[src/rtl/refdiv_pkg.sv]
package refdiv_pkg;
  localparam int CODE_W    = 5;
  localparam int STEP_W    = 3;
  localparam int GRP_W     = CODE_W - STEP_W;
  localparam int MAX_RATIO = 7 << ((1 << STEP_W) - 2);
  localparam int RATIO_W   = $clog2(MAX_RATIO + 1);

  typedef logic [RATIO_W-1:0] ratio_t;
  typedef logic [CODE_W-1:0]  code_t;

  typedef struct packed {
    logic   legal;
    ratio_t ratio;
  } decode_t;

  typedef struct packed {
    logic   applyRatio;
    ratio_t nextRatio;
  } divStrobe_t;

  // Base factor 2 (group 0) or 4+group, scaled by a power of two.
  function automatic decode_t decodeCode(input code_t code);
    decode_t            d;
    logic [GRP_W-1:0]   grp;
    logic [STEP_W-1:0]  step;
    grp  = code[CODE_W-1:STEP_W];
    step = code[STEP_W-1:0];
    d.legal = 1'b1;
    if (grp == '0) begin
      d.ratio = ratio_t'(2) << step;
    end else if (step == '0) begin
      d.legal = 1'b0;
      d.ratio = '0;
    end else begin
      d.ratio = ratio_t'({1'b1, grp}) << (step - 1'b1);
    end
    return d;
  endfunction
endpackage

[src/rtl/refdiv_ctrl.sv]
module refdiv_ctrl
  import refdiv_pkg::*;
#(
  parameter code_t RESET_CODE = '0
) (
  input  logic       clk,
  input  logic       rstN,
  input  logic       cfgLoad,
  input  code_t      cfgCode,
  input  logic       cfgOutEn,
  input  logic       cfgOutSel,
  input  logic       termCount,
  output divStrobe_t strb,
  output logic       outEn,
  output logic       outSel,
  output logic       codeErr
);
  localparam decode_t RESET_DEC = decodeCode(RESET_CODE);

  decode_t loadDec;
  ratio_t  pendRatio;
  logic    pendValid;

  assign loadDec = decodeCode(cfgCode);

  always_ff @(posedge clk or negedge rstN) begin
    if (!rstN) begin
      outEn     <= 1'b1;
      outSel    <= 1'b1;
      codeErr   <= 1'b0;
      pendValid <= 1'b0;
      pendRatio <= RESET_DEC.ratio;
    end else begin
      if (termCount) pendValid <= 1'b0;
      if (cfgLoad) begin
        outEn  <= cfgOutEn;
        outSel <= cfgOutSel;
        if (loadDec.legal) begin
          pendRatio <= loadDec.ratio;
          pendValid <= 1'b1;
          codeErr   <= 1'b0;
        end else begin
          codeErr <= 1'b1;
        end
      end
    end
  end

  always_comb begin
    strb.applyRatio = pendValid & termCount;
    strb.nextRatio  = pendRatio;
  end
endmodule

[src/rtl/refdiv_datapath.sv]
module refdiv_datapath
  import refdiv_pkg::*;
#(
  parameter ratio_t RESET_RATIO = ratio_t'(2)
) (
  input  logic       clk,
  input  logic       rstN,
  input  divStrobe_t strb,
  output logic       termCount,
  output logic       compPulse
);
  ratio_t cnt;
  ratio_t activeRatio;

  assign termCount = (cnt == '0);

  always_ff @(posedge clk or negedge rstN) begin
    if (!rstN) begin
      cnt         <= '0;
      activeRatio <= RESET_RATIO;
      compPulse   <= 1'b0;
    end else begin
      compPulse <= termCount;
      if (termCount) begin
        if (strb.applyRatio) begin
          activeRatio <= strb.nextRatio;
          cnt         <= strb.nextRatio - ratio_t'(1);
        end else begin
          cnt <= activeRatio - ratio_t'(1);
        end
      end else begin
        cnt <= cnt - ratio_t'(1);
      end
    end
  end
endmodule

[src/rtl/refdiv_top.sv]
module refdiv_top
  import refdiv_pkg::*;
#(
  parameter code_t RESET_CODE = '0
) (
  input  logic              refClk,
  input  logic              rstN,
  input  logic              cfgLoad,
  input  logic [CODE_W-1:0] cfgCode,
  input  logic              cfgOutEn,
  input  logic              cfgOutSel,
  output logic              compPulse,
  output logic              refCompOut,
  output logic              refCompOe,
  output logic              codeErr
);
  localparam decode_t RESET_DEC = decodeCode(RESET_CODE);

  divStrobe_t strb;
  logic       termCount;
  logic       outEn;
  logic       outSel;

  refdiv_ctrl #(.RESET_CODE(RESET_CODE)) i_ctrl (
    .clk      (refClk),
    .rstN     (rstN),
    .cfgLoad  (cfgLoad),
    .cfgCode  (cfgCode),
    .cfgOutEn (cfgOutEn),
    .cfgOutSel(cfgOutSel),
    .termCount(termCount),
    .strb     (strb),
    .outEn    (outEn),
    .outSel   (outSel),
    .codeErr  (codeErr)
  );

  refdiv_datapath #(.RESET_RATIO(RESET_DEC.ratio)) i_dp (
    .clk      (refClk),
    .rstN     (rstN),
    .strb     (strb),
    .termCount(termCount),
    .compPulse(compPulse)
  );

  assign refCompOe  = outEn;
  assign refCompOut = outEn & (outSel ? compPulse : refClk);
endmodule

[config.mk]
export PLATFORM = sky130hd
export DESIGN_NAME = refdiv_top
export DESIGN_NICKNAME = d
export VERILOG_FILES = /design/src/rtl/refdiv_pkg.sv /design/src/rtl/refdiv_ctrl.sv /design/src/rtl/refdiv_datapath.sv /design/src/rtl/refdiv_top.sv
export SDC_FILE = /design/constraint.sdc
export NUM_CORES = 1
export LEC_CHECK = 0
export BUFFER_PORTS_ARGS = -buffer_cell sky130_fd_sc_hd__buf_2
export CAP_MARGIN = 25
export CORE_UTILIZATION = 40
export CTS_BUF_LIST = sky130_fd_sc_hd__clkbuf_8
export DETAILED_ROUTE_END_ITERATION = 8
export MAX_ROUTING_LAYER = met4
export PLACE_DENSITY = 0.58
export RECOVER_POWER = 25
export REMOVE_ABC_BUFFERS = 1
export SYNTH_ARGS = -nofsm -noshare
export SYNTH_HDL_FRONTEND = slang
export SYNTH_SLANG_ARGS = --single-unit
export TNS_END_PERCENT = 100
[constraint.sdc]
create_clock -name refClk -period 2.89 [get_ports refClk]
set_input_delay 0.578 -clock refClk [delete_from_list [all_inputs] [get_ports refClk]]
set_output_delay 0.578 -clock refClk [all_outputs]
set_load 0.01 [all_outputs]
==> results.cfg <==
[clock_tree]
clock_tree_from_tritoncts = yes
postCtsSetupBuffers = 0
clkTransAtPathRegs_ns = 0.06
cts_hold_repair.buffers = 0
count_of_cells_resized_by_post_cts_repair = 0
clkLatencyLatePin_ns = 0.38

[global_route]
globalRouteOverflowTotal = 0
groute.layer.met1.usage_pct = 20.1
antenna_found_initial = 0
gr-max-usage-layer = met2
gr-usage-met3_pct = 5.48
grt_pass1_wl_um = 6400
use_met2_pct = 26.8
grt_start_max_net_pins = 33
track_usage_pct = 17.6
first_global_vias = 1429

[critical_path]
critical_path_most_common_cell = sky130_fd_sc_hd__clkbuf_8
timing.rr.start = i_dp.cnt[6]$_DFF_PN0_
r2r.worst_path.cells = 8
path_cells = clkbuf_8 -> clkbuf_8 -> mux2i_1 -> nor2b_1 -> buf_2
rr_endpoint = i_dp.cnt[8]$_DFF_PN0_
setup.worst_path.class = clk -> out
critical-path-slowest-cell = sky130_fd_sc_hd__buf_2
timing.critical_path.fanout_max = 2
worst-endpoint-arrival_ns = 1.99
critPathLaunchType = clock port
worstPathRequired_ns = 2.31
ff2ff_setup_slack_ns = 0.58
timing.critical_path.slowest_cell_delay_ns = 0.13
critical-path-top-delay-family = buffers and inverters
cp_num_buf_inv = 3
endpoint_kind = output port

[synth]
postSynth.asyncResetShare_pct = 100
synthTopCellsByArea = sky130_fd_sc_hd__dfrtp_1 38%, sky130_fd_sc_hd__mux2_2 11%, sky130_fd_sc_hd__dfstp_2 5.7%
mux_contribution_to_synthesized_area_pct = 14.4
synth_top_area_share_pct = 37.8
syn-mean-instance-area_um2 = 10.7
synth_seq_cells = 32
sequential_to_total_area_share_from_yosys_stat_pct = 43.4
synth_cell_type_count = 42
count_of_warnings_emitted_by_yosys = 0
synth.top_cells.by_count = 28 x sky130_fd_sc_hd__dfrtp_1, 18 x sky130_fd_sc_hd__mux2_2, 13 x sky130_fd_sc_hd__nor2_1
top_flip_flop_cell_by_instance_count_after_synthesis = sky130_fd_sc_hd__dfrtp_1
synth_xor_xnor_area_share_pct = 3.78
synth.largest_area_cell = sky130_fd_sc_hd__dfrtp_1
synth_area_in_simple_gates_pct = 15.2
synth_most_common_cell = sky130_fd_sc_hd__dfrtp_1
synth-compound-area-share_pct = 15.2
netlist_instances = 174
main_combinational_cell_family_by_area_after_synthesis = compound AO/OA/AOI/OAI gates
synth-edff-count = 0
syn-cell-area_mm2 = 0.00186
synth_adder_area_share_pct = 4.05

[sta]
tns_ns = 0
total_count_of_max_transition_violations_in_the_final_report = 33
max-slew-margin-rel_pct = -13.8
worst_pin_slew_ns = 1.71
rsz0062_at_grt = false
setup_viol = 0
clock-skew-final_ns = 0.00426
final_report_hold_violation_count = 0

[run_status]
run_status = complete, but fails checks
failed_checks = max-capacitance violations, max-slew violations

[place]
count_of_buffers_inserted_at_the_top_level_ports = 13
place.detailed.hpwl_um = 2700
gp_congestion = 0.833

[power]
power.share.combinational_pct = 18.3
max_rail_drop_vdd_v = 0.000221
internal_cell_power_uw = 1100
p_leak_uw = 0.000910
seqPwrFrac_pct = 43.8
clkPwrFrac_pct = 37.9
p_sw_uw = 458
power_per_cell_area_mw_per_mm2 = 739
total_power_uw = 1560
switching_power_as_a_share_of_total_power_pct = 29.4

[floorplanning]
floorplan.die.width_um = 70.1
placeableCoreArea_mm2 = 0.00441
design.die.area_mm2 = 0.00492
io_pins = 14
num_rows = 24
die_y_um = 70.1
start_util_pct = 42.0

[routing]
detail_route.wl_per_cell_um = 15.2
drt-initial-drc-count = 55
final_antenna_net_count = 0
drt-pass1-iter-count = 5
detail_route.vias_per_cell = 5.64
drt_wl_total_um = 3680
routed-via-count = 1370
drc = 0

[hold_path]
path_category_of_the_worst_min_delay_check = in -> reg
holdCritStartpoint = cfgOutEn
worstHoldEndpoint = i_ctrl.outEn$_DFFE_PN1P_
worstHoldPathCells = 2

[finish]
num_antenna_cells = 0
post_synthesis_to_final_layout_area_growth_pct = 13.6
nNetsFinal = 206
drive_above_1_share_pct = 28.3

[run]
timing.max_cap.violations = 1
layer usage:
layer | wire length (µm) | up-vias | part of all wire, %
met4 | 111 | 0 | 3.0
met2 | 1790 | 21 | 48
met3 | 120 | 11 | 3.3
met1 | 1660 | 673 | 45
li1 | - | 665 | -
met5 | 0 | - | 0
stage by stage:
step	setup WS [ns]	hold slack (ns)	cell area, µm²	util, %	instances
6_report	0.323	0.426	2110	47.7	243
5_1_grt	0.297	0.424	2110	47.7	243
4_1_cts	0.300	0.264	2110	47.8	243
3_5_place_dp	0.579	0.487	1940	44.0	232
3_3_place_gp	0.588	0.455	1940	44.0	232
2_1_floorplan	0.676	0.282	1800	-	165
final cells by class:
cell class | count | area, µm²
clock buffer | 11 | 143
clock inverter | 1 | 30.0
fill | 424 | 2310
inverter | 4 | 15.0
multi-input combinational | 129 | 976
sequential | 32 | 806
tap | 52 | 65.1
timing repair buffer | 14 | 72.6
worst reg2reg max path, stage by stage, from the launching register on:
cell and delay [ns]:
sky130_fd_sc_hd__dfrtp_1 0.44, sky130_fd_sc_hd__nor3_1 0.48, sky130_fd_sc_hd__and3_4 0.42, sky130_fd_sc_hd__a21oi_1 0.12, sky130_fd_sc_hd__ha_1 0.22, sky130_fd_sc_hd__nor3b_1 0.15, sky130_fd_sc_hd__nand4_1 0.16, sky130_fd_sc_hd__nor4_2 0.07
sky130_fd_sc_hd__xnor2_1 0.13
layout by cell type (no fill, tap or decap), types with 2 or more instances in the layout:
cell type | Yosys | layout
sky130_fd_sc_hd__a22oi_1 | 2 | 2
sky130_fd_sc_hd__nor3_1 | 7 | 7
sky130_fd_sc_hd__buf_2 | 0 | 11
sky130_fd_sc_hd__clkbuf_8 | 1 | 10
sky130_fd_sc_hd__nor2b_1 | 3 | 3
sky130_fd_sc_hd__nand3_1 | 3 | 3
sky130_fd_sc_hd__nor2_1 | 13 | 13
sky130_fd_sc_hd__buf_4 | 0 | 2
sky130_fd_sc_hd__xor2_1 | 2 | 2
sky130_fd_sc_hd__a22o_1 | 2 | 2
sky130_fd_sc_hd__mux2i_1 | 5 | 5
sky130_fd_sc_hd__dfstp_2 | 4 | 4
sky130_fd_sc_hd__a21oi_1 | 12 | 12
sky130_fd_sc_hd__a32oi_1 | 3 | 3
sky130_fd_sc_hd__mux2_2 | 18 | 18
sky130_fd_sc_hd__nor3b_1 | 2 | 2
sky130_fd_sc_hd__xnor2_1 | 6 | 6
sky130_fd_sc_hd__o31ai_1 | 2 | 2
sky130_fd_sc_hd__nand2_1 | 11 | 11
sky130_fd_sc_hd__o21ai_0 | 9 | 9
sky130_fd_sc_hd__nand2b_1 | 2 | 2
sky130_fd_sc_hd__o22ai_1 | 2 | 2
sky130_fd_sc_hd__dfrtp_1 | 28 | 28
sky130_fd_sc_hd__o211ai_1 | 3 | 3
sky130_fd_sc_hd__inv_1 | 4 | 4
sky130_fd_sc_hd__clkbuf_1 | 5 | 2
sky130_fd_sc_hd__nand4_1 | 2 | 2
sky130_fd_sc_hd__ha_1 | 6 | 6
cells by family after synthesis:
group           after synthesis
mux                          24
flops                        32
fa+ha+maj                     6
compound gates               40
buf+inv                      13
xor+xnor                      8
simple gates                 51
sequential cells by signal, summed over array words and instances, names as in the netlist:
signal / flops
i_ctrl.codeErr: 1
i_ctrl.outSel: 1
i_ctrl.outEn: 1
i_dp.cnt: 9
i_dp.activeRatio: 9
i_ctrl.pendValid: 1
i_dp.compPulse: 1
i_ctrl.pendRatio: 9
how the worst max path moves through the flow:
| stage | slack, ns | to | startpoint | cells past startpoint |
|---|---|---|---|---|
| 2_1_floorplan | 0.68 | i_dp.cnt[8]$_DFF_PN0_ | i_ctrl.pendValid$_DFF_PN0_ | 7 |
| 3_3_place_gp | 0.59 | refCompOut | refClk | 3 |
| 3_5_place_dp | 0.58 | i_dp.cnt[8]$_DFF_PN0_ | i_dp.cnt[6]$_DFF_PN0_ | 8 |
| 4_1_cts | 0.30 | refCompOut | refClk | 5 |
| 5_1_grt | 0.30 | refCompOut | refClk | 5 |
| 6_report | 0.32 | refCompOut | refClk | 5 |
power groups by stage:
stage | Clock [µW] | Combinational, µW | Sequential, µW
finish | 591 | 285 | 682
global route | 622 | 322 | 696
CTS | 606 | 290 | 681
detailed placement | 13.9 | 288 | 689
global placement | 13.9 | 277 | 684
floorplan | 10.3 | 216 | 664
No activity file was read; power rests on OpenSTA's default activity.
